`config.mk`:
```
export PLATFORM = sky130hd
export DESIGN_NAME = pwrmode_ctrl
export DESIGN_NICKNAME = d
export VERILOG_FILES = /design/src/rtl/pm_pkg.sv /design/src/rtl/pm_settle_cnt.sv /design/src/rtl/pm_stop_cfg.sv /design/src/rtl/pm_mode_fsm.sv /design/src/rtl/pwrmode_ctrl.sv
export SDC_FILE = /design/constraint.sdc
export NUM_CORES = 1
export LEC_CHECK = 0
export BUFFER_PORTS_ARGS = -buffer_cell sky130_fd_sc_hd__buf_4
export CAP_MARGIN = 40
export CORE_ASPECT_RATIO = 0.7
export CORE_MARGIN = 2
export CORE_UTILIZATION = 40
export DETAILED_ROUTE_END_ITERATION = 7
export PLACE_DENSITY_LB_ADDON = 0.05
export SLEW_MARGIN = 15
export SYNTH_ARGS = -nofsm -noshare
export SYNTH_HDL_FRONTEND = slang
export SYNTH_HIERARCHICAL = 1
export SYNTH_SLANG_ARGS = --single-unit
```
`constraint.sdc`:
```
create_clock -name clk -period 1.95 [get_ports clk]
set_input_delay 0.2925 -clock clk [delete_from_list [all_inputs] [get_ports clk]]
set_output_delay 0.2925 -clock clk [all_outputs]
set_load 0.01 [all_outputs]
```
`src/rtl/pm_pkg.sv`:
```
package pm_pkg;

    typedef enum logic [2:0] {
        ST_BOOT = 3'd0,
        ST_RUN  = 3'd1,
        ST_HALT = 3'd2,
        ST_STOP = 3'd3,
        ST_WAKE = 3'd4
    } pm_state_t;

    typedef enum logic [1:0] {
        MODE_RUN  = 2'b00,
        MODE_HALT = 2'b01,
        MODE_STOP = 2'b10
    } pm_mode_t;

    typedef enum logic [1:0] {
        CAUSE_RST = 2'd0,
        CAUSE_IRQ = 2'd1,
        CAUSE_WDT = 2'd2
    } pm_cause_t;

    typedef struct packed {
        logic cpu_clk_en;
        logic osc_en;
        pm_mode_t mode;
    } pm_outs_t;

    function automatic pm_outs_t decode_state(pm_state_t st);
        pm_outs_t o;
        o.cpu_clk_en = (st == ST_RUN);
        o.osc_en     = (st != ST_STOP);
        case (st)
            ST_HALT:          o.mode = MODE_HALT;
            ST_STOP, ST_WAKE: o.mode = MODE_STOP;
            default:          o.mode = MODE_RUN;
        endcase
        return o;
    endfunction

    function automatic logic is_settling(pm_state_t st);
        return (st == ST_BOOT) || (st == ST_WAKE);
    endfunction

endpackage

```
`src/rtl/pm_settle_cnt.sv`:
```
module pm_settle_cnt #(
    parameter int SETTLE_CYCLES = 16
) (
    input  logic clk,
    input  logic rst,
    input  logic counting,
    output logic done
);
    localparam int CW = (SETTLE_CYCLES > 1) ? $clog2(SETTLE_CYCLES) : 1;
    localparam logic [CW-1:0] LAST = CW'(SETTLE_CYCLES - 1);

    logic [CW-1:0] cnt_q;

    always_ff @(posedge clk) begin
        if (rst) begin
            cnt_q <= '0;
        end else if (!counting) begin
            cnt_q <= '0;
        end else if (cnt_q != LAST) begin
            cnt_q <= cnt_q + 1'b1;
        end
    end

    assign done = counting && (cnt_q == LAST);
endmodule

```
`src/rtl/pm_stop_cfg.sv`:
```
module pm_stop_cfg #(
    parameter int WIN_CYCLES = 2
) (
    input  logic clk,
    input  logic rst,
    input  logic run_en,
    input  logic cfg_wr,
    input  logic cfg_val,
    input  logic stop_wake,
    output logic stop_dis
);
    localparam int WW = $clog2(WIN_CYCLES + 1);
    localparam logic [WW-1:0] WLIM = WW'(WIN_CYCLES);

    logic [WW-1:0] win_q;
    logic          win_open;
    logic          dis_q;

    assign win_open = (win_q != WLIM);

    always_ff @(posedge clk) begin
        if (rst) begin
            win_q <= '0;
        end else if (run_en && win_open) begin
            win_q <= win_q + 1'b1;
        end
    end

    always_ff @(posedge clk) begin
        if (rst) begin
            dis_q <= 1'b1;
        end else if (stop_wake) begin
            dis_q <= 1'b1;
        end else if (cfg_wr && run_en && win_open) begin
            dis_q <= cfg_val;
        end
    end

    assign stop_dis = dis_q;
endmodule

```
`src/rtl/pm_mode_fsm.sv`:
```
module pm_mode_fsm
    import pm_pkg::*;
(
    input  logic      clk,
    input  logic      rst,
    input  logic      halt_req,
    input  logic      stop_req,
    input  logic      irq,
    input  logic      wdt_expire,
    input  logic      stop_dis,
    input  logic      settle_done,
    output pm_state_t state,
    output logic      stop_wake,
    output logic      resume_pulse,
    output logic      restart_pulse
);
    pm_state_t state_q, state_d;
    pm_cause_t cause_q, cause_d;
    logic      resume_q, resume_d;
    logic      restart_q, restart_d;

    always_comb begin
        state_d   = state_q;
        cause_d   = cause_q;
        resume_d  = 1'b0;
        restart_d = 1'b0;
        stop_wake = 1'b0;
        case (state_q)
            ST_BOOT: begin
                if (settle_done) begin
                    state_d   = ST_RUN;
                    restart_d = 1'b1;
                end
            end
            ST_RUN: begin
                if (wdt_expire) begin
                    restart_d = 1'b1;
                end else if (halt_req) begin
                    state_d = ST_HALT;
                end else if (stop_req && !stop_dis) begin
                    state_d = ST_STOP;
                end
            end
            ST_HALT: begin
                if (wdt_expire) begin
                    state_d   = ST_RUN;
                    restart_d = 1'b1;
                end else if (irq) begin
                    state_d  = ST_RUN;
                    resume_d = 1'b1;
                end
            end
            ST_STOP: begin
                if (wdt_expire || irq) begin
                    state_d   = ST_WAKE;
                    stop_wake = 1'b1;
                    cause_d   = wdt_expire ? CAUSE_WDT : CAUSE_IRQ;
                end
            end
            ST_WAKE: begin
                if (settle_done) begin
                    state_d   = ST_RUN;
                    resume_d  = (cause_q == CAUSE_IRQ);
                    restart_d = (cause_q != CAUSE_IRQ);
                end
            end
            default: state_d = ST_BOOT;
        endcase
    end

    always_ff @(posedge clk) begin
        if (rst) begin
            state_q   <= ST_BOOT;
            cause_q   <= CAUSE_RST;
            resume_q  <= 1'b0;
            restart_q <= 1'b0;
        end else begin
            state_q   <= state_d;
            cause_q   <= cause_d;
            resume_q  <= resume_d;
            restart_q <= restart_d;
        end
    end

    assign state         = state_q;
    assign resume_pulse  = resume_q;
    assign restart_pulse = restart_q;
endmodule

```
`src/rtl/pwrmode_ctrl.sv`:
```
module pwrmode_ctrl
    import pm_pkg::*;
#(
    parameter int SETTLE_CYCLES = 16,
    parameter int WIN_CYCLES    = 2
) (
    input  logic       clk,
    input  logic       rst,
    input  logic       halt_req,
    input  logic       stop_req,
    input  logic       irq,
    input  logic       wdt_expire,
    input  logic       cfg_wr,
    input  logic       cfg_stop_dis,
    output logic       cpu_clk_en,
    output logic       osc_en,
    output logic [1:0] mode,
    output logic       resume_next,
    output logic       restart_vec
);
    pm_state_t state;
    pm_outs_t  outs;
    logic      stop_dis;
    logic      stop_wake;
    logic      settle_done;

    pm_settle_cnt #(.SETTLE_CYCLES(SETTLE_CYCLES)) u_settle (
        .clk      (clk),
        .rst      (rst),
        .counting (is_settling(state)),
        .done     (settle_done)
    );

    pm_stop_cfg #(.WIN_CYCLES(WIN_CYCLES)) u_cfg (
        .clk       (clk),
        .rst       (rst),
        .run_en    (outs.cpu_clk_en),
        .cfg_wr    (cfg_wr),
        .cfg_val   (cfg_stop_dis),
        .stop_wake (stop_wake),
        .stop_dis  (stop_dis)
    );

    pm_mode_fsm u_fsm (
        .clk           (clk),
        .rst           (rst),
        .halt_req      (halt_req),
        .stop_req      (stop_req),
        .irq           (irq),
        .wdt_expire    (wdt_expire),
        .stop_dis      (stop_dis),
        .settle_done   (settle_done),
        .state         (state),
        .stop_wake     (stop_wake),
        .resume_pulse  (resume_next),
        .restart_pulse (restart_vec)
    );

    assign outs       = decode_state(state);
    assign cpu_clk_en = outs.cpu_clk_en;
    assign osc_en     = outs.osc_en;
    assign mode       = outs.mode;
endmodule

```
== After elaboration in Yosys (flattened, before gate mapping) ==
Cells that the tools add are included.
Storage, ports and cells
  flip-flop bits (word level): 14
  bits in latches: 0
  bits in writable memories: 0
  ROM bits: 0
  output and inout bits: 6
  word-level logic and storage cells: 61
  memories kept: 0
Cells by class
  add/sub/neg operators: 2
  multiply operators: 0
  divide/modulo/power cells: 0
  order comparisons: 0
  eq/ne operators: 15
  shift-type cells: 0
  muxes and demuxes: 20
  bitwise logic cells: 1
  reductions and logical operators: 16
Operators with widths (count)
  $mux 3: 7
  $pmux 3 s4: 1
  $reduce_or 2->1: 5
  $mux 1: 8
  $eq 3x2->1 const B: 2
  $ne 2x1->1 const B: 3
  $ne 3x2->1 const B: 2
  $logic_and 1x1->1: 5
  $reduce_and 5->1: 1
  $add 4x1->4 const B: 1
  $eq 4x4->1 const B: 1
  $ne 2x2->1 const B: 2
  $ne 4x4->1 const B: 1
  $pmux 2 s2: 1
  $eq 3x1->1 const B: 1
  $eq 3x3->1 const B: 1
  $logic_not 3->1: 1
  $ne 3x3->1 const B: 1
  $pmux 1 s3: 1
  $add 2x1->2 const B: 1
  $eq 2x1->1 const B: 1
  $logic_or 1x1->1: 2
  $mux 2: 1
  $pmux 1 s2: 1
  other kinds (3): 3

== Longest topological paths before layout ==
  word-level depth: 6
  gate-level depth with buffers: 7
  mapped depth without buffers: 7

== Hierarchy ==
The synthesis kept the hierarchy.
By module, submodules not included
  pm_mode_fsm: times used 1, cells an instance 45, area an instance 377.9 µm², seq. area each 140.1 µm²
  pm_settle_cnt: times used 1, cells an instance 21, area an instance 215.2 µm², seq. area each 80.1 µm²
  pm_stop_cfg: times used 1, cells an instance 13, area an instance 135.1 µm², seq. area each 60.1 µm²
  pwrmode_ctrl: times used 1, cells an instance 6, area an instance 43.8 µm², seq. area each 0.0 µm²

== Worst setup path before layout ==
No wires, ideal clock.
  path kind: register to register
  start point: register u_settle.cnt_q[0]
  end point: register u_fsm.state_q[0] (netlist: u_fsm/state[0])
  arrival time: 1.474 ns
  slack: 0.386 ns
  stages on the path, launching flop included: 8
  clock period less this slack: 1.564 ns
  path through: dfxtp_1 > ha_1 > and3_4 > and2_1 > nor2_1 > o21ai_0 > a21oi_1 > a311oi_1
On the way
  word-level cells in the longest chain between the ends: 4
RTL lines
  start, declared: RTL line pm_settle_cnt.sv:12  | logic [CW-1:0] cnt_q;
  start signal, assigned: RTL line pm_settle_cnt.sv:20  | cnt_q <= cnt_q + 1'b1;
  $eq 4x4->1: RTL line pm_settle_cnt.sv:24  | assign done = counting && (cnt_q == LAST);
  $logic_and 1x1->1: RTL line pm_settle_cnt.sv:24
  via settle_done: RTL line pwrmode_ctrl.sv:25  | logic settle_done;
  $ne 2x1->1 (no line)
  $reduce_and 5->1 (no line)
  end signal, assigned: RTL line pm_mode_fsm.sv:78  | state_q <= state_d;
  end, declared: RTL line pm_mode_fsm.sv:17  | pm_state_t state_q, state_d;
The timed path passes the listed nets, and every way through them passes these cells.
A chain may end at the register's enable or synchronous reset.

== Final worst setup path ==
Ends and elaborated chain as after synthesis.

==> flow_summary.json <==
{
  "path_max_fanout": 6,
  "cts_buffers": 3,
  "finalInstanceArea_um2": 908,
  "root_buffer": "clkbuf_4",
  "synth_mux_area_share_pct": 1.30,
  "port_buffers": 13,
  "syn-instance-count": 85,
  "synth_most_common_cell": "dfxtp_1",
  "syn_to_final_growth_pct": 17.7,
  "grt_pass1_vias": 575,
  "hold_path.class": "in2reg",
  "yosys_most_used_dff": "dfxtp_1",
  "dpl.cell_count": 119,
  "clkTransAtPathRegs_ns": 0.09,
  "antenna_cells": 0,
  "synth_compound_area_share_pct": 21.9,
  "gp_congestion": 0.792,
  "ctsResizeCount": 0,
  "finalNonFillerCells": 122,
  "max_cap_violations": 0,
  "synth-adder-area-share_pct": 3.24,
  "start_util_pct": 42.0,
  "synth-seq-cells": 14,
  "slew_viol_final": 0,
  "grt_overflow_total": 0,
  "r2r-start": "u_settle/cnt_q[0]",
  "synth_edf_count": 0,
  "grt_first_pass_wirelength_um": 2620,
  "cpPeakStageDelay_ns": 0.39,
  "required_ns": 2.15,
  "io-pin-count": 14,
  "crit_chain": "ha_1 > and3_4 > and2_1 > nor2_1 > o21ai_0 > a21oi_1 > a311oi_1",
  "drt.antenna.violating_nets": 0,
  "leakage_uw": 0.000341,
  "rsz0062_at_grt": "false",
  "r2r_slack_ns": 0.20,
  "post-route-period-util_pct": 89.8,
  "reg2regPathDepth": 7,
  "clock_sinks": 14,
  "drive_above_1_share_pct": 25.0,
  "hold_depth": 2,
  "nets": 112,
  "synthSimpleGateAreaFrac_pct": 31.3,
  "via_count": 671,
  "synth_top_cell_area_share_pct": 36.3,
  "die_h_um": 40.8,
  "fmaxAchievable_ghz": 0.571,
  "clock_skew_ns": 0.00726,
  "yosysUniqueCellTypes": 40,
  "wl_per_cell_um": 12.8,
  "dieWidth_um": 56.5,
  "critPathKind": "reg2reg",
  "drt-initial-drc-count": 7,
  "syn-mean-instance-area_um2": 9.08,
  "rows": 13,
  "finalHoldViolations": 0,
  "syn-num-nets": 95,
  "setup-violations-final": 0,
  "relSlewSlack_pct": 68.3,
  "yosysSeqAreaShare_pct": 36.3,
  "synth_common_cells": "dfxtp_1, nor2_1, a21oi_1",
  "cts_tree": "yes",
  "pwr_density_cell_nw_per_um2": 944,
  "syn-cell-area_um2": 772,
  "holdPathEnd": "u_fsm/cause_q[0]",
  "arrival_ns": 1.95,
  "worstHoldStart": "wdt_expire",
  "critPathSlowestCell": "dfxtp_1",
  "worst_pin_slew_ns": 0.474,
  "holdBufCountCts": 0,
  "clock_latency_ns": 0.28,
  "cp-start-kind": "register",
  "period_needed_ns": 1.75,
  "synth_top_family_by_area": "simple AND/OR/NAND/NOR gates",
  "first_pass_iters": 4,
  "drcViolationCount": 0,
  "grtUsageTotal_pct": 15.7,
  "status": "finished clean",
  "synthArstFlopShare_pct": 0,
  "clk_path_buf_depth": 2,
  "ys_top_cells_by_area": "dfxtp_1, nor2_1, a21oi_1, nor2b_4, ha_1",
  "grt_max_degree": 14,
  "ir_worst_vdd_v": 0.000563,
  "placed_area_um2": 886,
  "r2r-end": "u_fsm/state[0]",
  "tns_ns": 0,
  "routed_via_density": 5.50,
  "yosysTopAreaCell": "dfxtp_1",
  "dieArea_um2": 2300,
  "synthXorXnorAreaFrac_pct": 1.13,
  "synth_warnings": 6,
  "end_kind": "register",
  "dp_hpwl_um": 1090,
  "htree_levels": 1,
  "wl_um": 1570,
  "core_um2": 1840,
  "antenna_found_initial": 0,
  "post-cts-setup-buffer-count": 0
}
registers in the layout, summed over array words and instances, names as in the netlist:
name and cells:
u_cfg/stop_dis 1, u_cfg/win_q 2, u_fsm/cause_q 2, u_fsm/restart_pulse 1
u_fsm/resume_pulse 1, u_fsm/state 3, u_settle/cnt_q 4
metrics by stage:
step | power [uW] | utilization, % | setup slack, ns | hold slack (ns)
global route | 922 | 49.4 | 0.0246 | 0.259
floorplan | 614 | - | 0.386 | 0.362
CTS | 864 | 49.4 | 0.207 | 0.256
finish | 857 | 49.4 | 0.199 | 0.263
detailed placement | 696 | 48.2 | 0.239 | 0.451
global placement | 689 | 48.2 | 0.281 | 0.444
power breakdown:
group	switching [uW]	internal, uW	total [uW]	leakage (uW)
Combinational	139	153	292	0.000214
Sequential	62.2	337	400	0.000114
Clock	94.5	71.6	166	0.0000138
layer usage:
layer	vias to the layer above	global-route usage (%)	wire length [um]
met1	298	20.5	823
met2	23	23.3	617
met4	0	5.36	13
li1	348	-	-
met3	2	6.94	112
met5	-	0	0
cell usage in the layout (no fill, tap or decap):
cell	instances
and3_4	1
nand2_1	4
nand3b_1	3
nor3_1	1
a31o_2	1
a31oi_1	2
a311o_1	1
ha_1	2
o21ai_0	2
a21oi_1	6
inv_1	5
or4b_1	1
and3b_2	1
a22o_1	1
or4b_4	1
or3b_1	1
dfxtp_1	14
nor2_1	9
a22oi_1	1
a211oi_1	2
o21ai_1	2
and2_1	1
a211oi_2	1
o31a_1	2
a21o_1	1
mux2i_1	1
xnor2_1	1
nor3b_1	1
nand3_1	1
o32a_1	1
nor2b_1	3
nor2b_4	2
a311oi_1	1
nand4_1	1
nand2b_1	1
and3_1	1
and3b_1	2
nor3_2	1
clkbuf_4	3
buf_4	14
area by class of cell:
class                   count  area [um2]
flip-flops and latches     14         280
multi-input cells          64         454
clock buffers               3        22.5
inverters                   5        18.8
repair buffers             14         105
fillers                   182         930
well taps                  22        27.5
logic make-up after synthesis:
logic type | after synthesis
xor+xnor | 1
simple gates | 36
fa+ha+maj | 2
flops | 14
compound gates | 24
buf+inv | 7
mux | 1
critical path, delay by kind of cell, from the launching register on:
kind | cells | cell delay, ns
AO/OA/AOI/OAI | 3 | 0.57
flip-flops | 1 | 0.39
AND/OR/NAND/NOR | 3 | 0.43
adder cells (fa/ha/maj) | 1 | 0.27
worst max path at each step:
stage,start,to,slack [ns],cells after the start
final,u_settle/cnt_q[0],u_fsm/state[0],0.20,7
after floorplan,u_settle/cnt_q[0],u_fsm/state[0],0.39,7
after global routing,u_settle/cnt_q[0],u_fsm/state[0],0.02,7
after CTS,u_fsm/state[0],mode[1],0.21,4
after global placement,u_settle/cnt_q[0],u_fsm/state[0],0.28,7
after detailed placement,u_settle/cnt_q[0],u_fsm/state[0],0.24,7
(Power assumes the default switching activity.)
